==> config.mk <==
export PLATFORM = sky130hd
export DESIGN_NAME = bpf_fetch_seq
export DESIGN_NICKNAME = d
export VERILOG_FILES = /design/src/rtl/bpf_pkg.sv /design/src/rtl/bpf_ddf_mask.sv /design/src/rtl/bpf_slot_decode.sv /design/src/rtl/bpf_word_count.sv /design/src/rtl/bpf_unit_seq.sv /design/src/rtl/bpf_fetch_seq.sv
export SDC_FILE = /design/constraint.sdc
export NUM_CORES = 1
export LEC_CHECK = 0
export BUFFER_PORTS_ARGS = -buffer_cell sky130_fd_sc_hd__buf_2
export CAP_MARGIN = 20
export CORE_MARGIN = 2
export CORE_UTILIZATION = 51
export DETAILED_ROUTE_END_ITERATION = 8
export MAX_ROUTING_LAYER = met4
export PLACE_DENSITY = 0.89
export SYNTH_ARGS = -nofsm -noshare
export SYNTH_HDL_FRONTEND = slang
export SYNTH_SLANG_ARGS = --single-unit
export TNS_END_PERCENT = 100
==> constraint.sdc <==
create_clock -name clk -period 2.24 [get_ports clk]
set_clock_uncertainty 0.1 [all_clocks]
set_input_delay 0 -clock clk [delete_from_list [all_inputs] [get_ports clk]]
set_output_delay 0 -clock clk [all_outputs]
set_load 0.02 [all_outputs]
==> src/rtl/bpf_pkg.sv <==
package bpf_pkg;
  localparam int unsigned UNIT_CLKS = 8;
  localparam int unsigned OFF_W = $clog2(UNIT_CLKS);

  typedef struct packed {
    logic       vld;
    logic [2:0] idx;
  } slot_t;

  // Plane owning a slot at a given offset inside a unit (idx is plane-1).
  function automatic slot_t slot_of(input logic [OFF_W-1:0] off, input logic hr);
    slot_t s;
    s.vld = 1'b1;
    s.idx = 3'd0;
    if (hr) begin
      case (off[1:0])
        2'd0: s.idx = 3'd3;
        2'd1: s.idx = 3'd1;
        2'd2: s.idx = 3'd2;
        default: s.idx = 3'd0;
      endcase
    end else begin
      case (off)
        3'd0: s.idx = 3'd3;
        3'd1: s.idx = 3'd5;
        3'd2: s.idx = 3'd1;
        3'd4: s.idx = 3'd2;
        3'd5: s.idx = 3'd4;
        3'd6: s.idx = 3'd0;
        default: s.vld = 1'b0;
      endcase
    end
    return s;
  endfunction

  // Words per plane that one unit contributes.
  function automatic logic [1:0] unit_words(input logic hr);
    return hr ? 2'd2 : 2'd1;
  endfunction
endpackage

==> src/rtl/bpf_ddf_mask.sv <==
module bpf_ddf_mask #(
  parameter int DW = 8
) (
  input  logic [DW-1:0] raw,
  input  logic          rev_new,
  output logic [DW-1:0] masked
);
  localparam logic [DW-1:0] FINE_DROP   = DW'(1);
  localparam logic [DW-1:0] COARSE_DROP = DW'(3);

  always_comb begin
    masked = raw & ~(rev_new ? FINE_DROP : COARSE_DROP);
  end
endmodule

==> src/rtl/bpf_slot_decode.sv <==
module bpf_slot_decode
  import bpf_pkg::*;
#(
  parameter int NPL = 8,
  parameter int PCW = 4
) (
  input  logic             run,
  input  logic [OFF_W-1:0] off,
  input  logic             hr,
  input  logic [PCW-1:0]   pl,
  output logic [NPL-1:0]   stb
);
  slot_t cur;
  assign cur = slot_of(off, hr);

  for (genvar k = 0; k < NPL; k++) begin : g_stb
    assign stb[k] = run && cur.vld && (32'(cur.idx) == k) && (32'(pl) > k);
  end
endmodule

==> src/rtl/bpf_word_count.sv <==
module bpf_word_count
  import bpf_pkg::*;
#(
  parameter int WW = 8
) (
  input  logic          clk,
  input  logic          rst_n,
  input  logic          clr,
  input  logic          inc,
  input  logic          hr,
  output logic [WW-1:0] words
);
  localparam logic [WW:0] TOP = {1'b0, {WW{1'b1}}};
  logic [WW:0] sum;

  assign sum = {1'b0, words} + (WW+1)'(unit_words(hr));

  always_ff @(posedge clk or negedge rst_n) begin
    if (!rst_n)      words <= '0;
    else if (clr)    words <= '0;
    else if (inc)    words <= (sum > TOP) ? TOP[WW-1:0] : sum[WW-1:0];
  end
endmodule

==> src/rtl/bpf_unit_seq.sv <==
module bpf_unit_seq
  import bpf_pkg::*;
#(
  parameter int HW  = 9,
  parameter int DW  = 8,
  parameter int PCW = 4
) (
  input  logic             clk,
  input  logic             rst_n,
  input  logic             line_start,
  input  logic [HW-1:0]    hpos,
  input  logic [DW-1:0]    start_m,
  input  logic [DW-1:0]    stop_m,
  input  logic [PCW-1:0]   plane_cnt,
  input  logic             hires,
  output logic             unit_go,
  output logic             run,
  output logic [OFF_W-1:0] off,
  output logic [PCW-1:0]   pl_lat,
  output logic             hr_lat,
  output logic             done
);
  localparam logic [OFF_W-1:0] TAIL = OFF_W'(UNIT_CLKS - 1);

  logic last_q, fin_q;
  logic at_start, stop_hit, at_tail, row_end;

  assign at_start = (hpos == HW'(start_m));
  assign stop_hit = (hpos >= HW'(stop_m));
  assign at_tail  = run && (off == TAIL);
  assign unit_go  = (!run && !fin_q && at_start) || (at_tail && !last_q);
  assign row_end  = at_tail && last_q;

  always_ff @(posedge clk or negedge rst_n) begin
    if (!rst_n) begin
      run    <= 1'b0;
      off    <= '0;
      last_q <= 1'b0;
      fin_q  <= 1'b0;
      pl_lat <= '0;
      hr_lat <= 1'b0;
      done   <= 1'b0;
    end else if (line_start) begin
      run    <= 1'b0;
      off    <= '0;
      last_q <= 1'b0;
      fin_q  <= 1'b0;
      pl_lat <= '0;
      hr_lat <= 1'b0;
      done   <= 1'b0;
    end else begin
      done <= row_end;
      if (unit_go) begin
        run    <= 1'b1;
        off    <= '0;
        last_q <= stop_hit;
        pl_lat <= plane_cnt;
        hr_lat <= hires;
      end else if (row_end) begin
        run   <= 1'b0;
        off   <= '0;
        fin_q <= 1'b1;
      end else if (run) begin
        off <= off + OFF_W'(1);
      end
    end
  end
endmodule

==> src/rtl/bpf_fetch_seq.sv <==
module bpf_fetch_seq
  import bpf_pkg::*;
#(
  parameter int HW  = 9,
  parameter int DW  = 8,
  parameter int NPL = 8,
  parameter int PCW = $clog2(NPL + 1),
  parameter int WW  = 8
) (
  input  logic           clk,
  input  logic           rst_n,
  input  logic           line_start,
  input  logic [HW-1:0]  hpos,
  input  logic [DW-1:0]  ddf_start,
  input  logic [DW-1:0]  ddf_stop,
  input  logic           hires,
  input  logic           rev_new,
  input  logic [PCW-1:0] plane_cnt,
  output logic           unit_start,
  output logic [NPL-1:0] plane_stb,
  output logic           row_done,
  output logic [WW-1:0]  row_words
);
  localparam int NREG = 2;

  logic [NREG-1:0][DW-1:0] ddf_raw, ddf_m;
  logic                    unit_go;
  logic                    run;
  logic [OFF_W-1:0]        off;
  logic [PCW-1:0]          pl_lat;
  logic                    hr_lat;

  assign ddf_raw[0] = ddf_start;
  assign ddf_raw[1] = ddf_stop;

  for (genvar g = 0; g < NREG; g++) begin : g_mask
    bpf_ddf_mask #(.DW(DW)) u_mask (
      .raw     (ddf_raw[g]),
      .rev_new (rev_new),
      .masked  (ddf_m[g])
    );
  end

  bpf_unit_seq #(.HW(HW), .DW(DW), .PCW(PCW)) u_seq (
    .clk        (clk),
    .rst_n      (rst_n),
    .line_start (line_start),
    .hpos       (hpos),
    .start_m    (ddf_m[0]),
    .stop_m     (ddf_m[1]),
    .plane_cnt  (plane_cnt),
    .hires      (hires),
    .unit_go    (unit_go),
    .run        (run),
    .off        (off),
    .pl_lat     (pl_lat),
    .hr_lat     (hr_lat),
    .done       (row_done)
  );

  bpf_slot_decode #(.NPL(NPL), .PCW(PCW)) u_dec (
    .run (run),
    .off (off),
    .hr  (hr_lat),
    .pl  (pl_lat),
    .stb (plane_stb)
  );

  bpf_word_count #(.WW(WW)) u_words (
    .clk   (clk),
    .rst_n (rst_n),
    .clr   (line_start),
    .inc   (unit_go),
    .hr    (hires),
    .words (row_words)
  );

  assign unit_start = run && (off == '0);
endmodule

==> flow_summary.json, run 1 <==
{
  "status": "complete, no violations",
  "dpl.cell_count": 272,
  "rsz0062_at_grt": "true",
  "ant_nets": 0,
  "synthTopCellsByArea": "dfrtp_1, ha_1, nor2_1",
  "final_cells": 286,
  "crit_start": "u_seq.off[1]",
  "wirelength_um": 3490,
  "cts_max_level": 1,
  "max_cap_violations": 0,
  "cp-start-kind": "register",
  "synthDistinctLibCells": 47,
  "post-route-min-period_ps": 2150,
  "insertion_delay_ps": 290,
  "die_h_um": 60.5,
  "synth_edf_count": 0,
  "finalMaxSlewViolations": 0,
  "rows": 20,
  "die_w_um": 60.5,
  "hold_violations": 0,
  "yosysTopAreaCellShare": 0.307,
  "worst-path-max-fanout": 5,
  "syn_area_per_cell_um2": 9.10,
  "cpMaxStageDelayCell": "dfrtp_1",
  "arrival_ps": 2050,
  "place_hpwl_um": 2700,
  "r2r_start": "u_seq.off[0]",
  "cts_made_buffers": 3,
  "gr-total-overflow": 0,
  "fill_cells": 259,
  "dp_slack_ps": 279,
  "yosys.area_share.adder": 0.120,
  "nets": 292,
  "grt.total_usage": 0.216,
  "synth_mux_area_frac": 0.0307,
  "tightest_slew_ps": 472,
  "whs_path_depth": 2,
  "yosys_warnings": 0,
  "p_leak_nw": 0.981,
  "ys_ff_latch": 20,
  "power.density_nw_per_um2": 326,
  "clockRootBuffer": "clkbuf_4",
  "grt_pass1_vias": 1370,
  "synth_area_leader_cell": "dfrtp_1",
  "coreArea_um2": 3050,
  "diodes": 0,
  "grt_max_degree": 22,
  "start_util": 0.534,
  "synthSimpleGateAreaFrac": 0.299,
  "async_flop_share": 1.00,
  "antenna_found_initial": 0,
  "worst-r2r-cell-count": 9,
  "crit_type": "register to output pin",
  "synth_top_family_by_area": "simple AND/OR/NAND/NOR gates",
  "hp-class": "input pin to register",
  "critPathBufInv": 2,
  "synth_compound_area_frac": 0.144,
  "fin_crit_sh": 0.961,
  "route.detailed.drc": 0,
  "mostFrequentLayoutCells": "buf_2, nor2_1, dfrtp_1",
  "cts.sinks": 20,
  "die_area_um2": 3660,
  "wire_per_inst_um": 12.2,
  "path_depth": 6,
  "reg2reg_slack_ps": 150,
  "clk_pin_slew_ps": 110,
  "grt_pass1_wl_um": 5910,
  "drive_above_1_share": 0.347,
  "ir_drop_v": 0.000350,
  "fmax_mhz": 465,
  "syn_inst": 179,
  "synth.cell_area_um2": 1630,
  "slew_headroom": 0.684,
  "io_buffers": 49,
  "ys.flop_type": "dfrtp_1",
  "worstReg2RegEnd": "u_words.words[2]",
  "setup_violations": 0,
  "cp-end-kind": "output pin",
  "globalplace.congestion": 0.873,
  "ios": 52,
  "syn2layout_area_growth_pct": 29.0,
  "cpPeakStageDelay_ps": 410,
  "vias_per_cell": 5.35,
  "setup_slack_ps": 88.4,
  "drtPass1Iterations": 4,
  "syn-num-nets": 228,
  "dr_total_vias": 1529,
  "crit_family": "compound AO/OA/AOI/OAI gates",
  "path_cells": "inv_1 > ha_1 > o32a_1 > o211ai_1 > nor4b_1 > buf_2",
  "clockBufferDepth": 2,
  "cts_tree": "done",
  "synth_xor_area_frac": 0.0469,
  "cp-endpoint": "plane_stb[0]",
  "layout_commonest_cell": "buf_2",
  "dr.first_iter.drc_count": 86,
  "ys_seq_area_frac": 0.307,
  "crit_required_ps": 2140
}
## cells by family after synthesis
kind of cell	after synthesis
adder cells (fa/ha/maj)	15
XOR/XNOR	7
buffers and inverters	18
AO/OA/AOI/OAI	32
multiplexers	5
flip-flops	20
AND/OR/NAND/NOR	82
## what timing repair did
action	in CTS	in global routing
hold endpoints to repair	25	0
pin swaps	0	2
setup endpoints to repair	1	7
setup buffers	1	3
gates resized for setup	0	11
hold buffers	6	0
## routing by layer
metal,vias up,part of all wire,GRT usage
met2,39,0.50,0.365
met3,4,0.034,0.0277
li1,771,-,-
met4,0,0.0063,0.0528
met5,-,0,-
met1,715,0.46,0.276
## cell type report
class,count,area [um^2],share of cell area
Clock buffer,4,36.3,0.0173
Multi-Input combinational cell,141,1080,0.512
Inverter,13,48.8,0.0232
Timing Repair Buffer,64,384,0.183
Sequential cell,20,500,0.238
Tap cell,44,55.1,0.0262
## sequential cells by signal, summed over array words and instances, names as in the netlist
| signal | cells |
|---|---|
| u_seq.hr_lat | 1 |
| u_seq.fin_q | 1 |
| u_words.words | 8 |
| u_seq.off | 3 |
| u_seq.run | 1 |
| u_seq.last_q | 1 |
| u_seq.done | 1 |
| u_seq.pl_lat | 4 |
## metrics by stage
stage | instance area (um^2) | hold WS (ps) | util | TNS, ps | power (mW)
finish | 2100 | 23.8 | 0.689 | 0 | 0.685
global route | 2100 | 18.5 | 0.689 | -72.7 | 0.723
CTS | 2030 | 10.7 | 0.666 | 0 | 0.688
detailed placement | 1930 | -130 | 0.632 | 0 | 0.481
global placement | 1930 | -134 | 0.632 | 0 | 0.476
floorplan | 1630 | -396 | - | 0 | 0.429
## worst register-to-register path, cell delays in order, from the launching register on
cell      delay [ps]
dfrtp_1          420
buf_4            140
buf_4            130
ha_1             230
ha_1             210
nand3b_1         150
o31ai_4          140
buf_6            170
and4_1           190
nor3_2           140
## worst min-delay path by stage
stage | from | endpoint | slack, ps
floorplan | rst_n | u_seq.done | -400
global placement | rst_n | u_words.words[6] | -130
detailed placement | rst_n | u_seq.done | -130
CTS | line_start | u_seq.pl_lat[1] | 10
global route | line_start | u_seq.pl_lat[3] | 20
finish | line_start | u_seq.pl_lat[1] | 20
## power breakdown
part	switching, mW	leakage (nW)	internal, mW
Combinational	0.0618	0.680	0.0586
Clock	0.104	0.0210	0.0990
Sequential	0.000624	0.280	0.361
## Yosys cell counts, types with 2 or more instances
master and n:
nor2_1 24, mux2i_1 5, a21oi_1 13, nand3_1 2, o21ai_0 2, xnor2_1 5, nor4b_1 3, nor3_1 11
a211oi_2 2, a21o_1 4, a211oi_1 2, ha_1 14, nor2_2 2, nor2b_1 2, nand3b_1 3, and2_1 2
and4b_1 2, dfrtp_1 20, nor4_1 2, nand2_1 12, xnor2_2 2, nor3_2 4, clkbuf_1 3, inv_1 13
and4_1 3
No activity file was read; power rests on OpenSTA's default activity.
==> inputs of run 2 (changes only) <==
Settings changed: PLACE_DENSITY 0.89 to 0.88, SKIP_CTS_REPAIR_TIMING from default to 1, SYNTH_HIERARCHICAL from default to 1.
==> flow_summary.json, run 2 <==
{
  "status": "complete, no violations",
  "antenna_found_initial": 0,
  "reg_top3": "u_words/words: 8 flops, u_seq/pl_lat: 4 flops, u_seq/off: 3 flops",
  "grt_max_degree": 26,
  "syn_area_per_cell_um2": 9.06,
  "start_util": 0.546,
  "ys.flop_type": "dfrtp_1",
  "ant_nets": 0,
  "hp-class": "input pin to register",
  "die_area_um2": 3800,
  "cpPeakStageDelay_ps": 400,
  "async_flop_share": 1.00,
  "fill_cells": 285,
  "synth_area_leader_cell": "dfrtp_1",
  "gr-total-overflow": 0,
  "drive_above_1_share": 0.293,
  "multiInputGateArea_um2": 961,
  "yosysTopAreaCellShare": 0.295,
  "rsz0062_at_grt": "false",
  "clockBufferDepth": 2,
  "largest_reg_flops": 8,
  "place_hpwl_um": 2500,
  "fin_crit_sh": 0.931,
  "clockRootBuffer": "clkbuf_4",
  "globalplace.congestion": 0.755,
  "dr.first_iter.drc_count": 90,
  "ys_ff_latch": 20,
  "top_register": "u_words/words",
  "setup_violations": 0,
  "vias_per_cell": 5.20,
  "crit_type": "register to register",
  "cts_max_level": 1,
  "crit_required_ps": 2360,
  "io_buffers": 47,
  "worst-path-max-fanout": 8,
  "ys_seq_area_frac": 0.295,
  "route.detailed.drc": 0,
  "synthTopCellsByCount": "dfrtp_1, buf_4, inv_1",
  "hold_violations": 0,
  "coreArea_um2": 3100,
  "syn_inst": 187,
  "grt.total_usage": 0.188,
  "wirelength_um": 3340,
  "ir_drop_v": 0.000168,
  "cts.sinks": 20,
  "fin_setup_tns_ps": 0,
  "dr_total_vias": 1419,
  "diodes": 0,
  "drtPass1Iterations": 4,
  "insertion_delay_ps": 290,
  "power.density_nw_per_um2": 346,
  "die_w_um": 61.6,
  "path_cells": "nor4_2 > nand3_2 > o21a_1 > inv_1 > and3_1 > a41oi_1 > a211oi_2",
  "synthDistinctLibCells": 46,
  "cp-end-kind": "register",
  "arrival_ps": 2210,
  "syn2layout_area_growth_pct": 15.9,
  "cts_made_buffers": 3,
  "die_h_um": 61.6,
  "clk_pin_slew_ps": 110,
  "grt_pass1_wl_um": 5280,
  "max_cap_violations": 0,
  "synth_edf_count": 0,
  "final_core_util": 0.633,
  "synthTopCellsByArea": "dfrtp_1, ha_1, buf_4",
  "seq_area_um2": 500,
  "mostFrequentLayoutCells": "buf_2, dfrtp_1, inv_1",
  "wire_per_inst_um": 12.2,
  "cp-start-kind": "register",
  "cpMaxStageDelayCell": "dfrtp_1",
  "yosys_warnings": 6,
  "post-route-min-period_ps": 2090,
  "synth.cell_area_um2": 1690,
  "cts_tree": "done",
  "fmax_mhz": 479,
  "finalMaxSlewViolations": 0,
  "layout_commonest_cell": "buf_2",
  "rows": 20,
  "p_leak_nw": 1.00,
  "grt_pass1_vias": 1245,
  "nets": 277,
  "ios": 52,
  "yosysMostFrequentCell": "dfrtp_1"
}
## run 2: final timing paths
path,start,endpoint,slack (ps),depth (start not counted)
worst max-delay path,u_seq/fin_q,u_words/words[7],150,7
worst min-delay path,line_start,u_seq/done,40,2
worst max register to register,u_seq/fin_q,u_words/words[7],150,7
worst min register to register,u_seq/fin_q,u_seq/fin_q,450,2
max in group asynchronous,rst_n,u_words/words[4],1660,2
min in group asynchronous,rst_n,u_seq/pl_lat[3],60,2
## run 2: final cells by class
type                            count  area share
Timing Repair Buffer               60       0.178
Multi-Input combinational cell    129       0.489
Sequential cell                    20       0.255
Clock buffer                        4      0.0185
Inverter                           16      0.0306
Tap cell                           44      0.0280
## run 2: metal layers
| metal | up-vias | GRT usage | share of wire |
|---|---|---|---|
| met5 | - | - | 0 |
| met4 | 0 | 0.0456 | 0.0057 |
| met3 | 2 | 0.0189 | 0.043 |
| met2 | 38 | 0.319 | 0.51 |
| met1 | 651 | 0.241 | 0.45 |
| li1 | 728 | - | - |
## run 2: logic make-up after synthesis
group,count (synthesis),share of synthesized area
AOI/OAI and AO/OA,40,0.168
xor gates and xnor gates,8,0.0414
adders and majority gates,13,0.100
buffers and inverters,39,0.140
DFF,20,0.295
muxes,6,0.0355
other,3,0.00665
and+or+nand+nor,58,0.213
## run 2: report_power, final
group | leakage (nW) | switching [mW] | internal (mW)
clock | 0.0210 | 0.106 | 0.0989
combinational | 0.704 | 0.0571 | 0.0563
sequential | 0.280 | 0.000613 | 0.361
## run 2: critical path: cells and delay by family (launching register included)
family,cells,cell delay [ps]
buf+inv,1,70
simple gates,3,890
compound gates,3,560
flops,1,400
## run 2: per-stage QoR
stage	power (mW)	area, um^2	std cells	hold slack, ps	setup slack, ps
after floorplan	0.445	1700	188	-396	8.58
after global placement	0.471	1860	262	-130	299
after detailed placement	0.474	1860	262	-126	211
after CTS	0.682	1890	266	-464	187
after global routing	0.720	1960	273	33.1	42.8
final	0.680	1960	273	38.8	154
==> inputs of run 3 (changes only) <==
Settings changed: CORE_ASPECT_RATIO from default to 2, PLACE_DENSITY 0.88 to 0.89, SYNTH_HIERARCHICAL 1 to default.
==> flow_summary.json, run 3 (synthesis gave the netlist of run 1 again) <==
{
  "insertion_delay_ps": 260,
  "crit_type": "register to output pin",
  "largest_reg_flops": 8,
  "max_cap_violations": 0,
  "clk_pin_slew_ps": 70,
  "rows": 29,
  "hp-class": "input pin to register",
  "cpMaxStageDelayCell": "dfrtp_2",
  "wirelength_um": 3720,
  "tightest_slew_ps": 449,
  "ios": 52,
  "ant_nets": 0,
  "start_util": 0.522,
  "antenna_found_initial": 0,
  "cp-start-kind": "register",
  "die_w_um": 44.0,
  "diodes": 0,
  "path_cells": "inv_1 > ha_2 > nor3_1 > nor3_1 > a21o_1 > a2111oi_2 > buf_2",
  "vias_per_cell": 5.79,
  "route.detailed.drc": 0,
  "worst-path-max-fanout": 7,
  "nets": 286,
  "finalMaxSlewViolations": 0,
  "dr.first_iter.drc_count": 26,
  "status": "finished, violations left",
  "p_leak_nw": 0.962,
  "die_area_um2": 3690,
  "slew_headroom": 0.701,
  "globalplace.congestion": 0.875,
  "clockBufferDepth": 2,
  "dr_total_vias": 1546,
  "top_register": "u_words.words",
  "r2r_start": "u_seq.off[1]",
  "violations": "negative hold slack",
  "finalPower_mw": 0.838,
  "cpPeakStageDelay_ps": 400,
  "fill_cells": 273,
  "dpl.cell_count": 257,
  "cts.sinks": 20,
  "grt.total_usage": 0.221,
  "final_core_util": 0.658,
  "layout_commonest_cell": "buf_2",
  "fmax_mhz": 473,
  "hp-start": "hires",
  "cts_made_buffers": 3,
  "grt_pass1_vias": 1524,
  "coreArea_um2": 3120,
  "worst-r2r-cell-count": 8,
  "ir_drop_v": 0.000399,
  "final_cells": 267,
  "die_h_um": 83.9,
  "reg2reg_slack_ps": 170,
  "gr-total-overflow": 0,
  "whs_path_depth": 3,
  "drive_above_1_share": 0.322,
  "cpMostUsedCell": "nor3_1",
  "syn2layout_area_growth_pct": 26.0,
  "post-route-min-period_ps": 2110,
  "crit_required_ps": 2140,
  "place_hpwl_um": 2930,
  "cp-end-kind": "output pin",
  "setup_violations": 0,
  "clockRootBuffer": "clkbuf_8",
  "cts_max_level": 1,
  "drtPass1Iterations": 5,
  "whs_ps": -17.9,
  "grt_pass1_wl_um": 6220,
  "hold_violations": 1,
  "cts_tree": "done",
  "io_buffers": 49,
  "fin_crit_sh": 0.943,
  "seq_area_um2": 502,
  "grt_max_degree": 22,
  "power.density_nw_per_um2": 408,
  "wire_per_inst_um": 13.9,
  "reg_top3": "u_words.words: 8 flops, u_seq.pl_lat: 4 flops, u_seq.off: 3 flops",
  "mostFrequentLayoutCells": "buf_2, nor2_1, dfrtp_1",
  "worstReg2RegEnd": "u_words.words[3]",
  "arrival_ps": 2010,
  "worstHoldEndpoint": "u_seq.hr_lat",
  "multiInputGateArea_um2": 1050
}
[run 3: cell count changes in the layout (fill, tap and decap cells not counted), sizes merged, moves of 3 or more]
cell	change
a211oi	-6
and3	-4
conb	-4
inv	-3
nand2	+4
nand2b	-11
nor2	+20
nor3	+10
xnor2	+7
xor2	-8
[run 3: worst max-delay path: cells and delay by family (launching register included)]
kind / cells / cell delay (ps)
buf+inv: 2 / 290
fa+ha+maj: 1 / 220
flops: 1 / 400
compound gates: 2 / 570
simple gates: 2 / 270
[run 3: power breakdown]
| group | total [mW] | internal, mW | switching, mW | leakage [nW] |
|---|---|---|---|---|
| clock network | 0.359 | 0.238 | 0.120 | 0.0357 |
| logic | 0.117 | 0.0571 | 0.0598 | 0.649 |
| registers | 0.362 | 0.361 | 0.000733 | 0.278 |
[run 3: worst max path at each step]
| stage | startpoint | slack [ps] | endpoint |
|---|---|---|---|
| floorplan | u_seq.off[0] | 120 | plane_stb[2] |
| CTS | u_seq.off[0] | 3 | plane_stb[2] |
| global route | u_seq.off[0] | -20 | plane_stb[2] |
| detailed placement | u_seq.off[0] | 270 | u_words.words[3] |
| global placement | u_seq.off[0] | 320 | u_words.words[3] |
| finish | u_seq.off[0] | 130 | plane_stb[2] |
[run 3: layout make-up]
| class | count | area share |
|---|---|---|
| well taps | 31 | 0.0189 |
| repair buffers | 58 | 0.165 |
| flip-flops and latches | 20 | 0.244 |
| clock buffers | 3 | 0.0201 |
| inverters | 13 | 0.0238 |
| clock inverters | 1 | 0.0146 |
| multi-input cells | 141 | 0.514 |
[run 3: per-stage QoR]
stage | setup WS [ps] | setup TNS [ps] | cell area (um^2)
after floorplan | 119 | 0 | 1630
after global placement | 317 | 0 | 1910
after detailed placement | 270 | 0 | 1910
after CTS | 3.38 | 0 | 1980
after global routing | -23.6 | -33.2 | 2050
final | 128 | 0 | 2050
[run 3: layer usage]
layer	vias to the layer above	GRT usage	wire, um
li1	757	-	-
met1	743	0.202	1320
met2	42	0.434	2250
met3	4	0.00866	95
met4	0	0.0882	53
met5	-	-	0
